**src/rtl/pred_pkg.sv**
```systemverilog
package pred_pkg;
  localparam int unsigned INSTR_W   = 32;
  localparam int unsigned NUM_FLAGS = 2;

  typedef logic [NUM_FLAGS-1:0] flag_vec_t;

  typedef struct packed {
    flag_vec_t en;
    flag_vec_t req;
  } pred_t;

  // Flag i enable at bit INSTR_W-1-i, required value NUM_FLAGS bits lower.
  function automatic pred_t get_pred(input logic [INSTR_W-1:0] instr);
    pred_t p;
    for (int i = 0; i < NUM_FLAGS; i++) begin
      p.en[i]  = instr[INSTR_W-1-i];
      p.req[i] = instr[INSTR_W-1-NUM_FLAGS-i];
    end
    return p;
  endfunction
endpackage

```
**src/rtl/pred_eval.sv**
```systemverilog
module pred_eval
  import pred_pkg::*;
(
  input  logic      valid_i,
  input  pred_t     pred_i,
  input  flag_vec_t flags_i,
  output logic      exec_o
);
  flag_vec_t ok;

  for (genvar i = 0; i < NUM_FLAGS; i++) begin : g_term
    assign ok[i] = !pred_i.en[i] || (flags_i[i] == pred_i.req[i]);
  end

  assign exec_o = valid_i && (&ok);
endmodule

```
**src/rtl/pred_flag_reg.sv**
```systemverilog
module pred_flag_reg
  import pred_pkg::*;
#(
  parameter int unsigned N_WR = 2
) (
  input  logic            clk_i,
  input  logic            rst_ni,
  input  logic [N_WR-1:0] wr_valid_i,
  input  logic [N_WR-1:0] wr_sel_i,
  input  logic [N_WR-1:0] wr_val_i,
  output flag_vec_t       flags_o
);
  flag_vec_t flags_q, flags_d;

  for (genvar f = 0; f < NUM_FLAGS; f++) begin : g_flag
    // Later ports override earlier ones.
    always_comb begin
      flags_d[f] = flags_q[f];
      for (int k = 0; k < N_WR; k++) begin
        if (wr_valid_i[k] && (int'(wr_sel_i[k]) == f)) flags_d[f] = wr_val_i[k];
      end
    end

    a_r7_untouched_flag_holds: assert property (@(posedge clk_i) disable iff (!rst_ni)
      (((wr_valid_i & (f == 0 ? ~wr_sel_i : wr_sel_i)) == '0)) |=> $stable(flags_q[f]))
      else $error("a_r7_untouched_flag_holds");
  end

  always_ff @(posedge clk_i or negedge rst_ni) begin
    if (!rst_ni) flags_q <= '0;
    else         flags_q <= flags_d;
  end

  assign flags_o = flags_q;

  a_r9_idle_hold: assert property (@(posedge clk_i) disable iff (!rst_ni)
    (wr_valid_i == '0) |=> $stable(flags_q))
    else $error("a_r9_idle_hold");

  a_r8_top_port_wins: assert property (@(posedge clk_i) disable iff (!rst_ni)
    wr_valid_i[N_WR-1] |=> (flags_q[$past(wr_sel_i[N_WR-1])] == $past(wr_val_i[N_WR-1])))
    else $error("a_r8_top_port_wins");
endmodule

```
**src/rtl/pred_gate.sv**
```systemverilog
module pred_gate
  import pred_pkg::*;
#(
  parameter int unsigned N_WR = 2
) (
  input  logic               clk_i,
  input  logic               rst_ni,
  input  logic               instr_valid_i,
  input  logic [INSTR_W-1:0] instr_i,
  output logic               exec_en_o,
  output logic               suppress_o,
  input  logic [N_WR-1:0]    flag_wr_valid_i,
  input  logic [N_WR-1:0]    flag_wr_sel_i,
  input  logic [N_WR-1:0]    flag_wr_val_i,
  output logic [NUM_FLAGS-1:0] flags_o
);
  flag_vec_t flags;
  pred_t     pred;
  logic      exec;

  assign pred = get_pred(instr_i);

  pred_flag_reg #(.N_WR(N_WR)) i_flag_reg (
    .clk_i      (clk_i),
    .rst_ni     (rst_ni),
    .wr_valid_i (flag_wr_valid_i),
    .wr_sel_i   (flag_wr_sel_i),
    .wr_val_i   (flag_wr_val_i),
    .flags_o    (flags)
  );

  pred_eval i_eval (
    .valid_i (instr_valid_i),
    .pred_i  (pred),
    .flags_i (flags),
    .exec_o  (exec)
  );

  assign exec_en_o  = exec;
  assign suppress_o = instr_valid_i && !exec;
  assign flags_o    = flags;

  a_r1_reset_clear: assert property (@(posedge clk_i) !rst_ni |-> (flags_o == '0))
    else $error("a_r1_reset_clear");

  a_r6_idle_no_exec: assert property (@(posedge clk_i) disable iff (!rst_ni)
    !instr_valid_i |-> !exec_en_o && !suppress_o)
    else $error("a_r6_idle_no_exec");

  a_r2_open_pred: assert property (@(posedge clk_i) disable iff (!rst_ni)
    (instr_valid_i && instr_i[31:30] == 2'b00) |-> exec_en_o)
    else $error("a_r2_open_pred");

  a_r3_a_mismatch: assert property (@(posedge clk_i) disable iff (!rst_ni)
    (instr_valid_i && instr_i[31] && (flags_o[0] != instr_i[29])) |-> suppress_o)
    else $error("a_r3_a_mismatch");

  a_r4_b_mismatch: assert property (@(posedge clk_i) disable iff (!rst_ni)
    (instr_valid_i && instr_i[30] && (flags_o[1] != instr_i[28])) |-> suppress_o)
    else $error("a_r4_b_mismatch");
endmodule

```
**config.mk**
```make
export PLATFORM = sky130hd
export DESIGN_NAME = pred_gate
export DESIGN_NICKNAME = d
export VERILOG_FILES = /design/src/rtl/pred_pkg.sv /design/src/rtl/pred_eval.sv /design/src/rtl/pred_flag_reg.sv /design/src/rtl/pred_gate.sv
export SDC_FILE = /design/constraint.sdc
export NUM_CORES = 1
export LEC_CHECK = 0
export ABC_CLOCK_PERIOD_IN_PS = 1000
export BUFFER_PORTS_ARGS = -buffer_cell sky130_fd_sc_hd__clkbuf_2
export CORE_AREA = 3 3 40 42
export DETAILED_ROUTE_END_ITERATION = 8
export DIE_AREA = 0 0 43 45
export PLACE_DENSITY = 0.65
export SYNTH_ARGS = -nofsm -noshare
export SYNTH_HDL_FRONTEND = slang
export SYNTH_SLANG_ARGS = --single-unit
```
**constraint.sdc**
```tcl
create_clock -name clk_i -period 1 [get_ports clk_i]
set_input_delay 0.2 -clock clk_i [delete_from_list [all_inputs] [get_ports clk_i]]
set_output_delay 0.2 -clock clk_i [all_outputs]
set_load 0.01 [all_outputs]
```
### Yosys cells after proc, flatten, opt, wreduce, memory -nomap -nowiden

Cells that the tools add are included.

| cells by class | value |
|---|---|
| eq/ne operators | 2 |
| multiplexer cells | 4 |
| bitwise operators | 2 |
| reductions and logical operators | 14 |

Operators with widths:

| kind | number |
|---|---|
| $logic_and 1x1->1 | 6 |
| $mux 1 | 4 |
| $reduce_bool 2->1 | 2 |
| $logic_not 1->1 | 3 |
| $eq 1x1->1 | 2 |
| $logic_or 1x1->1 | 2 |
| $not 1->1 | 2 |
| $reduce_and 2->1 | 1 |

| storage, ports and cells | value |
|---|---|
| register bits | 2 |
| input port bits | 41 |
| output and inout bits | 4 |
| logic and storage cells | 24 |

### Longest topological paths before layout

| depth | value |
|---|---|
| depth in word-level cells | 6 |
| gate-level depth with buffers | 3 |
| depth with buffers taken out | 3 |

### Hierarchy

Synthesis repeated with hierarchy kept, for this count alone.

| second synthesis, totals | value |
|---|---|
| cell total of the unflattened synthesis | 16 |
| area total of the unflattened synthesis | 167.7 sq um |

Modules (own cells, without submodules):

| module | instances | cells an instance | area an instance (sq um) | sequential area each (sq um) |
|---|---|---|---|---|
| pred_flag_reg | 1 | 11 | 117.6 | 50.0 |
| pred_eval | 1 | 4 | 36.3 | 0.0 |
| pred_gate | 1 | 1 | 13.8 | 0.0 |

### Worst setup path before layout

Ideal clock, no wire load.

| timing path | value |
|---|---|
| path type | reg-to-output |
| start point | register i_flag_reg.flags_q[1] (netlist: i_flag_reg.flags_o[1]) |
| end point | output exec_en_o |
| data arrival time | 0.948 ns |
| data required time | 0.800 ns |
| setup slack | -0.148 ns |
| stages on the path, launching flop included | 4 |
| path buffers | 0 |
| cell sequence | dfrtp_1 -> xor2_1 -> a22oi_1 -> and2_1 |

| on the way | value |
|---|---|
| cells in the longest elaborated chain, start to end | 4 |

RTL lines:

| item | line | RTL |
|---|---|---|
| start, declared | pred_flag_reg.sv:13 | `flag_vec_t flags_q, flags_d;` |
| start signal, assigned | pred_flag_reg.sv:31 | `else flags_q <= flags_d;` |
| $eq 1x1->1 | pred_eval.sv:12 | `assign ok[i] = !pred_i.en[i] \|\| (flags_i[i] == pred_i.req[i]);` |
| $logic_or 1x1->1 | pred_eval.sv:12 |  |
| $reduce_and 2->1 | pred_eval.sv:15 | `assign exec_o = valid_i && (&ok);` |
| $logic_and 1x1->1 | pred_eval.sv:15 |  |
| end, declared | pred_gate.sv:10 | `output logic exec_en_o,` |

Every way passes these cells.

### Final worst setup path

Ends and elaborated chain as after synthesis.

==> out/results.ini <==
[status]
status = complete, but fails checks
violations = setup timing

[cells_and_area]
syn2layout_area_growth_pct = 119
fin_area_um2 = 327
finalNonFillerCells = 54
drive_gt1_share_pct = 61.5
fill_cells = 144
n_antenna_cell = 0
largest_reg_flops = 2
nNetsFinal = 82

[grt]
grt_max_degree = 4
grt_pass1_vias = 193
antenna_found_initial = 0
grt_pass1_wl_um = 696
grt_overflow_total = 0
grtUsageTotal_pct = 5.67

[placement]
postPlaceCellArea_um2 = 265
place_inst = 49
pre_cts_ws_ns = -0.221
gp_congestion = 0.632
dp_hpwl_um = 377
port_buffers = 16

[setup_path]
crit_type = reg2out
cp_data_arrival_time_ns = 1.20
cp_max_fo = 2
critPathCaptureType = output port
critPathLaunchType = flop
cp.required_ns = 0.80

[detailed_routing]
dr_total_vias = 209
ant_nets = 0
drt-initial-drc-count = 3
vias_per_cell = 3.87
routed_wl_um = 464
first_pass_iters = 2
avgRoutedWirePerCell_um = 8.59
drc_errors = 0

[synth]
yosys.area.top_type = dfrtp_1
synth.area.top_cells = dfrtp_1 34%, mux2i_1 13%, xor2_1 12%, nor2b_1 8.4%, a221oi_1 5.9%
synth_area_um2 = 149
ys_seq_area_share_pct = 33.6
synth_seq_cells = 2
synth_cells = 16
yosys_warnings = 0
avgSynthCellArea_um2 = 9.31
synth_nets = 57
synth_top_area_share_pct = 33.6
yosys.cell_types.count = 12

[sta]
finalCriticalPeriod_ns = 1.40
final_hold_viol_count = 0
fin_crit_sh_pct = 140
rsz0062_at_grt = yes
final_max_slew_viol_count = 0
clock.fmax_mhz = 717
worst_pin_slew_ns = 0.221
slew-limit-headroom_pct = 85.2
skew_ns = 0
setup_ws_ns = -0.395
setup_viol = 4

[floorplanning]
io_pins = 45
core_area_um2 = 1280
die_x_um = 43
fp-row-count = 13
start_util_pct = 11.6
die_area_um2 = 1940
dieHeight_um = 45

[pwr]
peakVddDrop_mv = 0.232
cellPowerDensity_nw_per_um2 = 1370
leakage_uw = 0.000178

[cts]
htreeDepth = 1
clkTransAtPathRegs_ns = 0.03
numCtsBuffers = 3
clock-root-buffer = clkbuf_4
cts_tree = built
clock_sinks = 2
clock_latency_ns = 0.22
ctsLongestPathBuffers = 2

[hold_path]
hold_class = in2reg

[flow_run]
drv_cap = 0

==> critical path: stages (launching register included) <==
cell and delay, ns:
dfrtp_1 0.37, xor2_1 0.16, a22oi_2 0.17, and2_4 0.16, clkbuf_2 0.12
==> per-layer routing <==
layer  vias up  GRT usage [%]  part of all wire [%]
li1        104              -                     -
met1        93           4.59                    27
met2        12           8.08                    55
met3         0           5.18                    17
met4         0           5.42                     0
met5         -              0                     0
==> cell type report <==
type	count	area [µm²]	share of cell area, %
inverters	1	3.75	1.15
multi-input cells	13	103	31.4
clock buffers	3	22.5	6.90
well taps	15	18.8	5.75
flip-flops and latches	2	50.0	15.3
repair buffers	20	129	39.5
==> cells in the final DEF, fill, tap and decap left out <==
master / Yosys / routed
clkbuf_2: 0 / 14
dfrtp_1: 2 / 2
a31oi_1: 1 / 1
inv_1: 1 / 1
buf_4: 0 / 2
a221oi_1: 1 / 1
nand2_1: 1 / 1
mux2i_1: 2 / 2
nand2b_1: 1 / 1
dlygate4sd3_1: 0 / 1
clkbuf_4: 0 / 3
and3_1: 1 / 1
a22oi_2: 0 / 1
buf_6: 0 / 3
and2_4: 0 / 1
xor2_1: 2 / 2
nor2b_1: 2 / 2
==> repair_timing <==
action	in CTS	in global routing
endpoints found under the setup margin	4	4
endpoints found under the hold margin	2	0
hold buffers	1	0
buffers inserted	1	2
gates resized for setup	1	6
==> cells by family (layout without fill, tap and decap cells) <==
family                 Yosys count  in the layout  share of synthesized area (%)
AND/OR/NAND/NOR                  6              6                           23.5
buffers and inverters            1             24                           2.52
flip-flops                       2              2                           33.6
multiplexers                     2              2                           13.4
AO/OA/AOI/OAI                    3              3                           15.1
XOR/XNOR                         2              2                           11.8
==> power breakdown <==
| part | switching [µW] | internal [µW] | leakage [µW] |
|---|---|---|---|
| clock network | 44.4 | 132 | 0.0000138 |
| logic | 63.4 | 104 | 0.000141 |
| registers | 9.07 | 93.2 | 0.0000232 |
==> synthesized netlist by cell type, drive strengths merged <==
cell type  count
nand2b         1
nor2b          2
xor2           2
dfrtp          2
and2           1
and3           1
nand2          1
a31oi          1
a221oi         1
mux2i          2
inv            1
a22oi          1
==> final timing paths <==
path | depth (start not counted) | slack, ns | start | to
worst max register to register | 4 | 0.02 | i_flag_reg.flags_o[0]$_DFFE_PN0P_ | i_flag_reg.flags_o[0]$_DFFE_PN0P_
worst max-delay path | 4 | -0.40 | i_flag_reg.flags_o[1]$_DFFE_PN0P_ | exec_en_o
min in group asynchronous | 2 | 0.30 | rst_ni | i_flag_reg.flags_o[0]$_DFFE_PN0P_
max in group asynchronous | 2 | 0.60 | rst_ni | i_flag_reg.flags_o[1]$_DFFE_PN0P_
worst min-delay path | 2 | 0.20 | flag_wr_sel_i[1] | i_flag_reg.flags_o[1]$_DFFE_PN0P_
worst min register to register | 3 | 0.71 | i_flag_reg.flags_o[1]$_DFFE_PN0P_ | i_flag_reg.flags_o[1]$_DFFE_PN0P_
==> metrics by stage <==
stage / total power [µW] / TNS (ns) / hold slack (ns) / util (%)
6_report: 446 / -0.810 / 0.199 / 25.4
5_1_grt: 483 / -1.06 / 0.196 / 25.4
4_1_cts: 431 / -0.958 / 0.190 / 23.5
3_5_place_dp: 233 / -0.349 / -0.0115 / 20.6
3_3_place_gp: 230 / -0.287 / -0.0139 / 20.6
2_1_floorplan: 160 / -0.194 / -0.0956 / -
Note: power is estimated with default switching activity, not from simulation.
